### config.mk
export PLATFORM = sky130hd
export DESIGN_NAME = spi_flash_ctrl
export DESIGN_NICKNAME = d
export VERILOG_FILES = /design/src/rtl/sfc_pkg.sv /design/src/rtl/sfc_regs.sv /design/src/rtl/sfc_shifter.sv /design/src/rtl/sfc_frame.sv /design/src/rtl/spi_flash_ctrl.sv
export SDC_FILE = /design/constraint.sdc
export NUM_CORES = 1
export LEC_CHECK = 0
export BUFFER_PORTS_ARGS = -buffer_cell sky130_fd_sc_hd__buf_2
export CAP_MARGIN = 0
export CORE_MARGIN = 8
export CORE_UTILIZATION = 25
export DETAILED_ROUTE_END_ITERATION = 6
export MAX_ROUTING_LAYER = met4
export SLEW_MARGIN = 20
export SYNTH_ARGS = -nofsm -noshare
export SYNTH_HDL_FRONTEND = slang
export SYNTH_HIERARCHICAL = 1
export SYNTH_SLANG_ARGS = --single-unit
### constraint.sdc
create_clock -name clk -period 5.3 [get_ports clk]
set_input_delay 0 -clock clk [delete_from_list [all_inputs] [get_ports clk]]
set_output_delay 0 -clock clk [all_outputs]
set_load 0.005 [all_outputs]
### src/rtl/sfc_pkg.sv
package sfc_pkg;

  typedef enum logic [1:0] {
    MODE_READ = 2'd0,
    MODE_FAST = 2'd1,
    MODE_PROG = 2'd2,
    MODE_USER = 2'd3
  } sfc_mode_e;

  // register offsets and field positions
  localparam int OFS_CFG       = 'h00;
  localparam int OFS_ADRW      = 'h04;
  localparam int OFS_CTRL      = 'h10;
  localparam int CFG_WE_BIT    = 16;
  localparam int ADRW_4B_BIT   = 0;
  localparam int CTRL_STOP_BIT = 2;
  localparam int CTRL_OPC_LSB  = 16;

  localparam logic [7:0] OPC_RESET = 8'h03;

  typedef struct packed {
    logic       we;
    logic       addr4;
    sfc_mode_e  mode;
    logic       stop;
    logic [7:0] opcode;
  } sfc_cfg_t;

endpackage

### src/rtl/sfc_regs.sv
module sfc_regs
  import sfc_pkg::*;
#(
  parameter int REG_AW = 5,
  parameter int DW     = 32
) (
  input  logic              clk,
  input  logic              rst_n,
  input  logic              wr_en,
  input  logic [REG_AW-1:0] addr,
  input  logic [DW-1:0]     wdata,
  output logic [DW-1:0]     rdata,
  output sfc_cfg_t          cfg
);

  localparam logic [REG_AW-1:0] A_CFG  = REG_AW'(OFS_CFG);
  localparam logic [REG_AW-1:0] A_ADRW = REG_AW'(OFS_ADRW);
  localparam logic [REG_AW-1:0] A_CTRL = REG_AW'(OFS_CTRL);

  sfc_cfg_t cfg_q;

  always_ff @(posedge clk or negedge rst_n) begin
    if (!rst_n) begin
      cfg_q.we     <= 1'b0;
      cfg_q.addr4  <= 1'b0;
      cfg_q.mode   <= MODE_READ;
      cfg_q.stop   <= 1'b1;
      cfg_q.opcode <= OPC_RESET;
    end else if (wr_en) begin
      if (addr == A_CFG)  cfg_q.we    <= wdata[CFG_WE_BIT];
      if (addr == A_ADRW) cfg_q.addr4 <= wdata[ADRW_4B_BIT];
      if (addr == A_CTRL) begin
        cfg_q.mode   <= sfc_mode_e'(wdata[1:0]);
        cfg_q.stop   <= wdata[CTRL_STOP_BIT];
        cfg_q.opcode <= wdata[CTRL_OPC_LSB +: 8];
      end
    end
  end

  always_comb begin
    rdata = '0;
    if (addr == A_CFG)  rdata[CFG_WE_BIT]  = cfg_q.we;
    if (addr == A_ADRW) rdata[ADRW_4B_BIT] = cfg_q.addr4;
    if (addr == A_CTRL) begin
      rdata[1:0]                = cfg_q.mode;
      rdata[CTRL_STOP_BIT]      = cfg_q.stop;
      rdata[CTRL_OPC_LSB +: 8]  = cfg_q.opcode;
    end
  end

  logic unused_wbits;
  assign unused_wbits = ^wdata;

  assign cfg = cfg_q;

endmodule

### src/rtl/sfc_shifter.sv
module sfc_shifter #(
  parameter int BW = 8
) (
  input  logic          clk,
  input  logic          rst_n,
  input  logic          start,
  input  logic [BW-1:0] tx_byte,
  input  logic          miso,
  output logic          busy,
  output logic          done,
  output logic [BW-1:0] rx_byte,
  output logic          sclk,
  output logic          mosi
);

  localparam int CNT_W = (BW > 1) ? $clog2(BW) : 1;
  localparam logic [CNT_W-1:0] LAST = CNT_W'(BW - 1);

  logic          active_q, phase_q, sclk_q, done_q;
  logic [CNT_W-1:0] cnt_q;
  logic [BW-1:0] sh_q, rx_q;

  always_ff @(posedge clk or negedge rst_n) begin
    if (!rst_n) begin
      active_q <= 1'b0;
      phase_q  <= 1'b0;
      sclk_q   <= 1'b0;
      done_q   <= 1'b0;
      cnt_q    <= '0;
      sh_q     <= '0;
      rx_q     <= '0;
    end else begin
      done_q <= 1'b0;
      if (!active_q) begin
        if (start) begin
          active_q <= 1'b1;
          phase_q  <= 1'b0;
          cnt_q    <= '0;
          sh_q     <= tx_byte;
        end
      end else if (!phase_q) begin
        // rising edge: flash samples mosi, controller samples miso
        sclk_q  <= 1'b1;
        phase_q <= 1'b1;
        rx_q    <= {rx_q[BW-2:0], miso};
      end else begin
        // falling edge: advance to the next bit
        sclk_q  <= 1'b0;
        phase_q <= 1'b0;
        sh_q    <= {sh_q[BW-2:0], 1'b0};
        cnt_q   <= cnt_q + CNT_W'(1);
        if (cnt_q == LAST) begin
          active_q <= 1'b0;
          done_q   <= 1'b1;
        end
      end
    end
  end

  assign busy    = active_q;
  assign done    = done_q;
  assign rx_byte = rx_q;
  assign sclk    = sclk_q;
  assign mosi    = sh_q[BW-1];

endmodule

### src/rtl/sfc_frame.sv
module sfc_frame
  import sfc_pkg::*;
#(
  parameter int WIN_AW = 26,
  parameter int DATA_B = 4,
  parameter int MAXB   = 10,
  parameter int CW     = 4
) (
  input  sfc_cfg_t                    cfg,
  input  logic                        is_write,
  input  logic                        is_word,
  input  logic [WIN_AW-1:0]           addr,
  input  logic [8*DATA_B-1:0]         wdata,
  output logic [MAXB-1:0][7:0]        seq,
  output logic [CW-1:0]               nbytes,
  output logic [CW-1:0]               rx_first,
  output logic                        go
);

  always_comb begin
    int k;
    logic [31:0] a32;
    a32      = 32'(addr);
    seq      = '0;
    nbytes   = '0;
    rx_first = '0;
    go       = 1'b0;
    k        = 0;
    if (cfg.mode == MODE_USER) begin
      if (!cfg.stop) begin
        if (is_write) begin
          go = cfg.we;
          if (is_word) begin
            for (int b = 0; b < DATA_B; b++) seq[b] = wdata[8*(DATA_B-1-b) +: 8];
            nbytes = CW'(DATA_B);
          end else begin
            seq[0] = wdata[7:0];
            nbytes = CW'(1);
          end
          rx_first = nbytes;
        end else begin
          go       = 1'b1;
          nbytes   = is_word ? CW'(DATA_B) : CW'(1);
          rx_first = '0;
        end
      end
    end else begin
      seq[0] = cfg.opcode;
      k = 1;
      if (cfg.addr4) begin
        seq[k] = a32[31:24];
        k = k + 1;
      end
      seq[k]   = a32[23:16];
      seq[k+1] = a32[15:8];
      seq[k+2] = a32[7:0];
      k = k + 3;
      if (cfg.mode == MODE_FAST) k = k + 1;  // dummy byte left at zero
      if (cfg.mode == MODE_PROG) begin
        go = is_write && cfg.we;
        for (int b = 0; b < DATA_B; b++) seq[k+b] = wdata[8*(DATA_B-1-b) +: 8];
        rx_first = CW'(k + DATA_B);
      end else begin
        go       = !is_write;
        rx_first = CW'(k);
      end
      nbytes = CW'(k + DATA_B);
    end
  end

endmodule

### src/rtl/spi_flash_ctrl.sv
module spi_flash_ctrl
  import sfc_pkg::*;
#(
  parameter int WIN_AW = 26,
  parameter int REG_AW = 5
) (
  input  logic              clk,
  input  logic              rst_n,
  input  logic              bus_valid,
  output logic              bus_ready,
  input  logic              bus_reg,
  input  logic              bus_write,
  input  logic              bus_word,
  input  logic [WIN_AW-1:0] bus_addr,
  input  logic [31:0]       bus_wdata,
  output logic [31:0]       bus_rdata,
  output logic              spi_cs_n,
  output logic              spi_sclk,
  output logic              spi_mosi,
  input  logic              spi_miso
);

  localparam int DW         = 32;
  localparam int DATA_B     = DW / 8;
  localparam int ADDR_B_MAX = 4;
  localparam int MAXB       = 1 + ADDR_B_MAX + 1 + DATA_B;
  localparam int CW         = $clog2(MAXB + 1);

  typedef enum logic [1:0] {ST_IDLE, ST_LOAD, ST_WAIT, ST_RESP} st_e;

  st_e                  st_q;
  sfc_cfg_t             cfg_q;
  logic [DW-1:0]        reg_rdata;
  logic                 reg_we;
  logic [MAXB-1:0][7:0] fr_seq, tx_q;
  logic [CW-1:0]        fr_n, fr_rxf, nb_q, rxf_q, idx_q;
  logic                 fr_go, dir_cs_q;
  logic [DW-1:0]        rdata_q;
  logic                 sh_start, sh_busy, sh_done;
  logic [7:0]           sh_rx;

  assign reg_we = (st_q == ST_IDLE) && bus_valid && bus_reg && bus_write;

  sfc_regs #(.REG_AW(REG_AW), .DW(DW)) u_regs (
    .clk   (clk),
    .rst_n (rst_n),
    .wr_en (reg_we),
    .addr  (bus_addr[REG_AW-1:0]),
    .wdata (bus_wdata),
    .rdata (reg_rdata),
    .cfg   (cfg_q)
  );

  sfc_frame #(.WIN_AW(WIN_AW), .DATA_B(DATA_B), .MAXB(MAXB), .CW(CW)) u_frame (
    .cfg      (cfg_q),
    .is_write (bus_write),
    .is_word  (bus_word),
    .addr     (bus_addr),
    .wdata    (bus_wdata),
    .seq      (fr_seq),
    .nbytes   (fr_n),
    .rx_first (fr_rxf),
    .go       (fr_go)
  );

  sfc_shifter #(.BW(8)) u_shift (
    .clk     (clk),
    .rst_n   (rst_n),
    .start   (sh_start),
    .tx_byte (tx_q[idx_q]),
    .miso    (spi_miso),
    .busy    (sh_busy),
    .done    (sh_done),
    .rx_byte (sh_rx),
    .sclk    (spi_sclk),
    .mosi    (spi_mosi)
  );

  always_ff @(posedge clk or negedge rst_n) begin
    if (!rst_n) begin
      st_q     <= ST_IDLE;
      tx_q     <= '0;
      nb_q     <= '0;
      rxf_q    <= '0;
      idx_q    <= '0;
      dir_cs_q <= 1'b0;
      rdata_q  <= '0;
    end else begin
      case (st_q)
        ST_IDLE: if (bus_valid) begin
          rdata_q <= '0;
          if (bus_reg) begin
            if (!bus_write) rdata_q <= reg_rdata;
            st_q <= ST_RESP;
          end else if (fr_go) begin
            tx_q     <= fr_seq;
            nb_q     <= fr_n;
            rxf_q    <= fr_rxf;
            idx_q    <= '0;
            dir_cs_q <= (cfg_q.mode != MODE_USER);
            st_q     <= ST_LOAD;
          end else begin
            st_q <= ST_RESP;
          end
        end
        ST_LOAD: st_q <= ST_WAIT;
        ST_WAIT: if (sh_done) begin
          if (idx_q >= rxf_q) rdata_q <= {rdata_q[DW-9:0], sh_rx};
          if (idx_q == nb_q - CW'(1)) begin
            dir_cs_q <= 1'b0;
            st_q     <= ST_RESP;
          end else begin
            idx_q <= idx_q + CW'(1);
            st_q  <= ST_LOAD;
          end
        end
        default: st_q <= ST_IDLE;
      endcase
    end
  end

  logic unused_busy;
  assign unused_busy = sh_busy;

  assign sh_start  = (st_q == ST_LOAD);
  assign bus_ready = (st_q == ST_RESP);
  assign bus_rdata = rdata_q;
  assign spi_cs_n  = !(dir_cs_q || (cfg_q.mode == MODE_USER && !cfg_q.stop));

endmodule

# Word-level counts from Yosys, hierarchy flattened
# Index checks and enable logic that the tools add are counted.
# W data, S select, Z words.
[word_totals]
register_bits = 163
input_bits = 65
output_inout_bits = 36
[classes]
n_addsub = 11
order_cmp = 16
eq_ne = 19
mux = 91
bitwise = 2
reduce_logical = 30
[ops]
columns = ["op", "n"]
rows = [
  ["$bwmux W80", 7],
  ["$mux W32", 9],
  ["$demux W8 S4", 7],
  ["$ge A32 B1 Y1 const B", 7],
  ["$lt A32 B6 Y1 const B", 7],
  ["$add A32 B3 Y32 const B", 4],
  ["$mux W8", 14],
  ["$add A32 B2 Y32 const B", 3],
  ["$mux W80", 1],
  ["$mux W24", 3],
  ["$pmux W32 S2", 1],
  ["$mux W48", 1],
  ["$mux W4", 10],
  ["$bmux W8 S4", 1],
  ["$mux W1", 21],
  ["$mux W3", 6],
  ["$ne A2 B2 Y1 const B", 8],
  ["$mux W2", 7],
  ["$logic_and A1 B1 Y1", 12],
  ["$reduce_and A2 Y1", 6],
  ["$reduce_and A6 Y1", 2],
  ["$eq A2 B2 Y1 const B", 4],
  ["$pmux W4 S2", 1],
  ["$reduce_and A4 Y1", 2],
  ["20 further kinds", 25],
]

# Depth between registers and ports, before layout
# Gate-level depths: netlist (run 1).
[logic_depth]
depth_word = 16
mapped_depth = 12

# By module
# The synthesis (run 1) kept the hierarchy.
[modules_own_cells]
columns = ["module", "n_inst", "cells_per_inst", "area_each_um2", "seq_area_each_um2"]
rows = [
  ["spi_flash_ctrl", 1, 611, 6153.4, 3178.0],
  ["sfc_frame", 1, 264, 1861.8, 0.0],
  ["sfc_shifter", 1, 74, 1078.5, 575.6],
  ["sfc_regs", 1, 70, 845.8, 329.1],
]

# Worst setup path before layout (run 1)
# No wires, ideal clock.
[synth_timing]
path_kind = "register to register"
from = "register idx_q[0]"
to = "register rdata_q[10] (netlist: bus_rdata[10])"
t_arrival_ps = 2306
required_time_ps = 5175
setup_slack_ps = 2869
stages_incl_launch_ff = 12
n_path_buf = 4
synth_period_minus_slack_ps = 2431
path_cell_list = "dfrtp_1 -> buf_4 -> buf_4 -> buf_4 -> inv_1 -> ha_1 -> nand2b_1 -> a21oi_1 -> o21ai_1 -> o311ai_4 -> buf_6 -> mux2_4"
[synth_via]
elab_chain_len = 3
[synth_lines]
columns = ["item", "line", "text"]
rows = [
  ["start: declaration", "spi_flash_ctrl.sv:36", "logic [CW-1:0] fr_n, fr_rxf, nb_q, rxf_q, idx_q;"],
  ["start signal: assignment", "spi_flash_ctrl.sv:113", "idx_q <= idx_q + CW'(1);"],
  ["$ge A4 B4 Y1", "spi_flash_ctrl.sv:108", "if (idx_q >= rxf_q) rdata_q <= {rdata_q[DW-9:0], sh_rx};"],
  ["$ne A2 B2 Y1 (no source line)", "--", ""],
  ["$reduce_and A4 Y1 (no source line)", "--", ""],
  ["end signal: assignment", "spi_flash_ctrl.sv:93", "if (!bus_write) rdata_q <= reg_rdata;"],
  ["end signal: assignment", "spi_flash_ctrl.sv:108", ""],
  ["end: declaration", "spi_flash_ctrl.sv:38", "logic [DW-1:0] rdata_q;"],
]
# No other way between the ends.
# A chain may end at the register's enable or synchronous reset.

==> impl_results.md, run 1 <==
- Boundary Pins: 101
- First-pass GRT wire length: 48800 um
- Crit path max fanout: 21
- RSZ-0062 raised after global routing: false
- Area Growth Syn to Fin: 19.4%
- Vias in the first global route: 8086
- Final HPWL DP: 21300 um
- Clock power share: 27.3%
- Critical hold path startpoint: bus_wdata[30]
- Avg Inst Size Synth: 9.75 um2
- Htree depth: 4
- Die area: 46400 um2
- Total GRT Usage: 13.6%
- Sw Ratio: 34.5%
- Setup TNS: 0 ns
- Cts repair resizes: 0
- Most frequent cells in the layout: nand2_1, dfrtp_1, buf_2
- Data arrival, critical path: 3.57 ns
- Number of cells on the worst reg-to-reg path: 8
- Fraction of the yosys area taken by sequential cells: 41.1%
- Final Hold Viols: 0
- CP peak stage delay: 0.89 ns
- Clock Pin Slew Worst Setup and Hold Paths: 0.07 ns
- Placed inst area: 10800 um2
- Distinct cells, synth: 61
- Warnings from Yosys: 6
- Final cell count without fillers: 1659
- Mapped Cells: 1019
- Max cap viols: 0
- Layout Nets: 1196
- Hold Path End: tx_q[46]
- Leakage: 0.00558 uW
- Bufs and invs on worst path: 1
- Wire length per cell: 18.7 um
- Starting DRT DRC Count: 698
- Sequential power share: 37.6%
- Post-synthesis compound-gate area fraction: 13.0%
- Post-Synth XOR/XNOR Area: 0.705%
- Top cell family by delay on the critical path: simple AND/OR/NAND/NOR gates
- CP max stage cell: nor3b_1
- Clock Root Buffer: clkbuf_16
- Crit path required time: 5.68 ns
- # setup viols final: 0
- Largest family of logic cells by synthesized area: multiplexers
- Combinational Power Share: 35.0%
- Adder-cell area share of the yosys netlist: 1.51%
- Pwr/cell area: 412 nW/um2
- Worst path depth: 8
- Slew @ Worst Pin: 0.995 ns
- Most Frequent Cell on Critical Path: nand2_1
- TritonCTS clock tree: built
- Worst hold path depth: 5
- Cells after DPL: 1579
- Final core area utilization: 30.1%
- DP Worst Slack: 2.29 ns
- Worst hold path type: in2reg
- Simple logic cell fraction of the synthesized area: 18.0%
- Min Tclk post-route: 3.19 ns
- Reg area: 4080 um2
- Netlist Area Pre-Place: 9940 um2
- Filler instances: 4142
- Worst Skew: 0.0106 ns
- CTS sink cnt: 163
- Vert. Die Dim: 215 um
- Max-slew headroom: 33.5%
- TritonCTS Buffers: 17
- DR vias/cell: 4.88
- Routed WL: 31000 um
- Max Root-Sink Buffers: 2
- Initial antenna violation count: 2
- Post-synthesis mux area share: 19.3%
- GPL Wtd Cong: 0.830
- R2R setup slack: 2.11 ns
- Final worst-path cycle share: 60.2%
- Largest net degree at the start of global routing: 76
- PnR worst setup slack: 2.11 ns
- Initial DRT Pass Iterations: 7
- Buffers on Ports: 100
- Sw Pwr: 1690 uW
- Remaining Overflow, GRT: 0
- Horiz. Die Dim: 215 um
- Max Clk Rate: 313 MHz
- Top FF cell, synth: dfrtp_1
- Max Slew Vio Count: 0
- Row cnt: 73
- Drt drc: 0
- Seq cells post-synth: 163
- Vias: 8097
- Critical path startpoint category: flip-flop
- FFs w/ async S/R, synth: 100%
- Outcome: finished clean
- Clock Latency Late Sink: 0.44 ns
- Multi-input logic area: 5320 um2
- Worst vdd ir: 239 uV
- Worst R2R End: tx_q[53]
- Fin area: 11900 um2
- Placeable Area: 39500 um2
- Layout cell share with drive strength beyond 1: 22.6%
- Pint: 3200 uW
- Worst setup EP type: flip-flop
- Final ANT Viol Nets: 0
- R2R Path Start: u_regs/cfg[10]
- Worst Path Class, Setup: reg2reg
- Worst path cell trace: nand2b_1 -> inv_1 -> ha_1 -> nor3b_1 -> a222oi_1 -> nor2_1 -> nand2_1 -> nand2_1
- Initial core utilization: 25.2%
- EDFF count, synth: 0
- Most common cell after layout, fill and taps aside: nand2_1
-- logic make-up after synthesis --
group / after synthesis
muxes: 145
other: 1
xor gates and xnor gates: 8
adders and majority gates: 12
DFF: 163
buffers and inverters: 116
AOI/OAI and AO/OA: 168
and+or+nand+nor: 406
-- state kept, by name (all words and copies together) (netlist names), 2 cells and up --
name             flops
u_regs/cfg          13
st_q                 2
idx_q                4
u_shift/rx_byte      8
tx_q                80
u_shift/sh_q         8
rxf_q                4
nb_q                 4
u_shift/cnt_q        3
bus_rdata           32
-- metal layers --
layer,track usage [%],part of all wire [%],vias to the layer above
met3,2.46,5.7,50
met5,-,0,-
met2,21.0,47,294
li1,-,-,3728
met1,17.5,44,4025
met4,5.27,2.7,0
-- synthesized netlist by cell type, types with 2 or more instances --
library cell	instances	share of area (%)
nand2_1	264	10
dfrtp_1	160	40
mux2i_1	57	5.7
mux2_4	47	7.1
nor2_1	46	1.7
a22o_1	38	3.3
clkbuf_1	33	1.2
o21ai_0	32	1.6
buf_4	27	2.0
buf_2	26	1.3
mux2_2	25	2.8
nand3_1	25	1.3
a22oi_1	24	1.8
o2bb2ai_1	21	1.9
a21oi_1	16	0.81
mux4_2	16	3.6
inv_1	14	0.53
nor2b_1	14	0.88
ha_1	12	1.5
and2_1	11	0.69
nor3_1	11	0.55
and3_1	10	0.63
a221oi_1	9	0.79
a221o_1	8	0.81
a222oi_1	7	0.70
buf_6	7	0.79
nand2b_1	7	0.44
buf_1	6	0.23
xnor2_1	4	0.35
xor2_1	4	0.35
a21o_1	3	0.23
dfstp_2	3	0.79
a31o_2	2	0.18
and4b_1	2	0.20
or3_1	2	0.13
-- worst min-delay path, stage by stage --
cell and delay, ns:
buf_2 0.14, a22oi_1 0.10, nor2_1 0.09, nand2_1 0.05
nand2_1 0.05
-- metrics by stage --
step           hold slack (ns)  power, uW
2_1_floorplan           -0.296       3080
3_3_place_gp            -0.139       3510
3_5_place_dp            -0.138       3560
4_1_cts                0.00132       4940
5_1_grt                 0.0304       5190
6_report                0.0232       4890
-- worst max path at each step --
stage,slack [ns],endpoint,from
3_5_place_dp,2.29,tx_q[53],u_regs/cfg[10]
3_3_place_gp,2.28,tx_q[49],u_regs/cfg[10]
6_report,2.11,tx_q[53],u_regs/cfg[10]
4_1_cts,2.27,tx_q[53],u_regs/cfg[10]
2_1_floorplan,2.87,bus_rdata[10],idx_q[0]
5_1_grt,1.95,tx_q[55],u_regs/cfg[10]
-- cell type report --
type	count	share of cell area, %
clock buffers	17	3.58
inverters	16	0.506
well taps	525	5.54
diodes	2	0.0422
clock inverters	15	1.73
repair buffers	161	9.41
flip-flops and latches	163	34.4
multi-input cells	760	44.8
-- power by group through the flow --
stage	sequential (uW)	combinational, uW	clock, uW
after floorplan	1750	1330	0
after global placement	1850	1660	0
after CTS	1840	1730	1370
final	1840	1710	1340
after global routing	1890	1880	1420
after detailed placement	1860	1690	0
-- timing repair --
item                      CTS  global route
hold buffers               46             0
buffers inserted            0             0
hold endpoints to repair   66             0
No activity file was read; power rests on OpenSTA's default activity.
==> inputs of run 2 (changes only) <==
ABC_AREA = 1   (was not set)
clock period = 3.13 ns   (was 5.3 ns; I/O delays follow)
==> impl_results.md, run 2 <==
- Outcome: finished clean
- Vert. Die Dim: 218 um (+1.2%)
- Worst Skew: 0.0105 ns (-0.000159 ns)
- Fraction of the yosys area taken by sequential cells: 40.0% (-1.1 points)
- Cts hold-fix bufs: 28 (-39%)
- Layout cell share with drive strength beyond 1: 20.5% (-2.1 points)
- Most frequent cells in the layout: nand2_1, dfrtp_1, o21ai_0
- Crit path max fanout: 23 (+9.5%)
- Row cnt: 74 (+1.4%)
- Worst Path Class, Setup: reg2reg
- Clock Latency Late Sink: 0.44 ns (about the same)
- Max-slew headroom: 36.6% (+3.1 points)
- Filler instances: 4438 (+7.1%)
- Worst hold path type: in2reg
- Area contributors post-synth: dfrtp_1, nand2_1, mux2_2
- Most frequent cell after synthesis: nand2_1
- Most common cell after layout, fill and taps aside: nand2_1
- Buffers on Ports: 100 (unchanged)
- Max Slew Vio Count: 0 (unchanged)
- DR vias/cell: 4.93 (+1.0%)
- GPL Wtd Cong: 0.958 (+15%)
- Commonest cells in the netlist: nand2_1, dfrtp_1, o21ai_0
- Netlist Area Pre-Place: 10200 um2 (+2.7%)
- Max cap viols: 0 (unchanged)
- Hold Path End: tx_q[75]
- Clock power share: 46.7% (+19 points)
- TritonCTS Buffers: 17 (unchanged)
- Min Tclk post-route: 2.79 ns (-0.402 ns)
- Critical hold path startpoint: bus_wdata[3]
- Mapped Cells: 1308 (+28%)
- Clock Root Buffer: clkbuf_16
- Placeable Area: 40600 um2 (+2.8%)
- Pint: 3320 uW (+3.7%)
- Area Growth Syn to Fin: 17.1%
- RSZ-0062 raised after global routing: false
- Starting DRT DRC Count: 1044 (+50%)
- Wire length per cell: 18.7 um (about the same)
- Slew @ Worst Pin: 0.950 ns (-0.0449 ns)
- Pwr/cell area: 376 nW/um2 (-8.7%)
- R2R Path Start: u_regs/cfg[9]
- First-pass GRT wire length: 55500 um (+14%)
- Largest net degree at the start of global routing: 70 (-7.9%)
- Data arrival, critical path: 3.11 ns (-0.46 ns)
- Initial DRT Pass Iterations: 5 (-2)
- Cts repair resizes: 0 (unchanged)
- Worst vdd ir: 290 uV (+22%)
- Routed WL: 36400 um (+17%)
- Boundary Pins: 101 (unchanged)
- Critical path startpoint category: flip-flop
- Horiz. Die Dim: 218 um (+1.2%)
- Final ANT Viol Nets: 0 (unchanged)
- Vias in the first global route: 9114 (+13%)
- Max Clk Rate: 358 MHz (+14%)
- Drt drc: 0 (unchanged)
- Avg Inst Size Synth: 7.80 um2 (-20%)
- Sw Pwr: 1180 uW (-30%)
- TritonCTS clock tree: built
- Total GRT Usage: 15.5% (+2.0 points)
- Remaining Overflow, GRT: 0 (unchanged)
- Worst R2R End: tx_q[53]
- Sequential power share: 46.8% (+9.2 points)
- Seq cells post-synth: 163 (unchanged)
- Max Root-Sink Buffers: 2 (unchanged)
- Yosys top cell by area: dfrtp_1
- EDFF count, synth: 0 (unchanged)
- Clock Pin Slew Worst Setup and Hold Paths: 0.07 ns (about the same)
- Number of cells on the worst reg-to-reg path: 10 (+2)
- Post-CTS Setup Bufs: 0 (unchanged)
- Worst setup EP type: flip-flop
- Htree depth: 4 (unchanged)
- Top FF cell, synth: dfrtp_1
- CTS sink cnt: 163 (unchanged)
- Warnings from Yosys: 6 (unchanged)
- Final Hold Viols: 0 (unchanged)
- Top-area cell type share of the netlist area: 39.2% (-1.1 points)
- Max FFs per register: 80 (unchanged)
- Layout Nets: 1477 (+23%)
- Vias: 9593 (+18%)
- Die area: 47600 um2 (+2.5%)
- Distinct cells, synth: 39 (-36%)
- R2R setup slack: 0.34 ns (-1.77 ns)
- Sw Ratio: 26.2% (-8.3 points)
- Setup TNS: 0 ns (unchanged)
- Most flop-heavy register: tx_q
- Final worst-path cycle share: 89.2% (+29 points)
- Initial antenna violation count: 1 (-1)
- Crit path required time: 3.45 ns (-2.23 ns)
- Combinational Power Share: 6.5% (-28 points)
- Tot Pwr: 4500 uW (-8.0%)
- Final HPWL DP: 26200 um (+23%)
- # setup viols final: 0 (unchanged)
- Initial core utilization: 25.2% (about the same)
- Worst hold path depth: 4 (-1)
- Leakage: 0.00593 uW (+6.4%)
- FFs w/ async S/R, synth: 100% (unchanged)
[run 2: how the worst max path moves through the flow]
stage	startpoint	slack (ns)	endpoint	depth (start not counted)
after detailed placement	u_regs/cfg[9]	0.42	tx_q[51]	10
after global routing	u_regs/cfg[9]	0.17	tx_q[53]	10
after floorplan	u_regs/cfg[11]	0.80	tx_q[77]	11
after global placement	u_regs/cfg[9]	0.42	tx_q[48]	10
after CTS	u_regs/cfg[9]	0.40	tx_q[54]	10
final	u_regs/cfg[9]	0.34	tx_q[53]	10
[run 2: per-stage QoR]
step,instances,setup slack (ns),hold WS [ns],utilization (%),cell area [um2]
2_1_floorplan,1328,0.796,-0.296,-,10300
3_3_place_gp,1885,0.419,0.0974,27.4,11100
3_5_place_dp,1885,0.419,0.0783,27.4,11100
4_1_cts,1944,0.399,0.00569,29.5,12000
5_1_grt,1945,0.169,0.0427,29.5,12000
6_report,1946,0.339,0.0209,29.5,12000
[run 2: cell families (layout without fill, tap and decap cells)]
| group | count (synthesis) | count (layout) | synth area share [%] |
|---|---|---|---|
| AO/OA/AOI/OAI | 296 | 296 | 16.6 |
| flip-flops | 163 | 163 | 40.0 |
| multiplexers | 90 | 90 | 9.83 |
| other | 1 | 23 | 0.0367 |
| AND/OR/NAND/NOR | 520 | 520 | 21.1 |
| XOR/XNOR | 5 | 5 | 0.429 |
| adder cells (fa/ha/maj) | 12 | 12 | 1.47 |
| buffers and inverters | 221 | 305 | 10.5 |
[run 2: cell type report]
class	count	area, um2	share of cell area (%)
multi-input combinational	944	5140	43.0
sequential	163	4080	34.1
timing repair buffer	158	1060	8.88
tap	532	666	5.57
clock buffer	18	439	3.67
inverter	116	435	3.64
clock inverter	13	125	1.05
antenna	2	5.00	0.0418
[run 2: worst max-delay path, cell delays in order, from the launching register on]
cell	delay, ns
dfrtp_1	0.44
inv_1	0.09
nor2_1	0.27
inv_1	0.12
ha_1	0.31
buf_4	0.24
nand2_1	0.34
inv_1	0.27
o21ai_0	0.23
a21oi_1	0.09
mux2_2	0.27
[run 2: metal layers]
| layer | part of all wire [%] | global-route usage (%) | vias up | wire length (um) |
|---|---|---|---|---|
| li1 | - | - | 4476 | - |
| met1 | 46 | 21.5 | 4618 | 16800 |
| met2 | 43 | 22.2 | 447 | 15500 |
| met3 | 9.3 | 4.06 | 52 | 3400 |
| met4 | 2.0 | 3.96 | 0 | 731 |
| met5 | 0 | - | - | 0 |
[run 2: power groups by stage]
| stage | Clock, uW | Sequential (uW) | Combinational (uW) |
|---|---|---|---|
| after floorplan | 0 | 2150 | 93.5 |
| after global placement | 0 | 2150 | 257 |
| after detailed placement | 0 | 2150 | 256 |
| after CTS | 2140 | 2110 | 286 |
| after global routing | 2230 | 2100 | 313 |
| final | 2100 | 2110 | 291 |
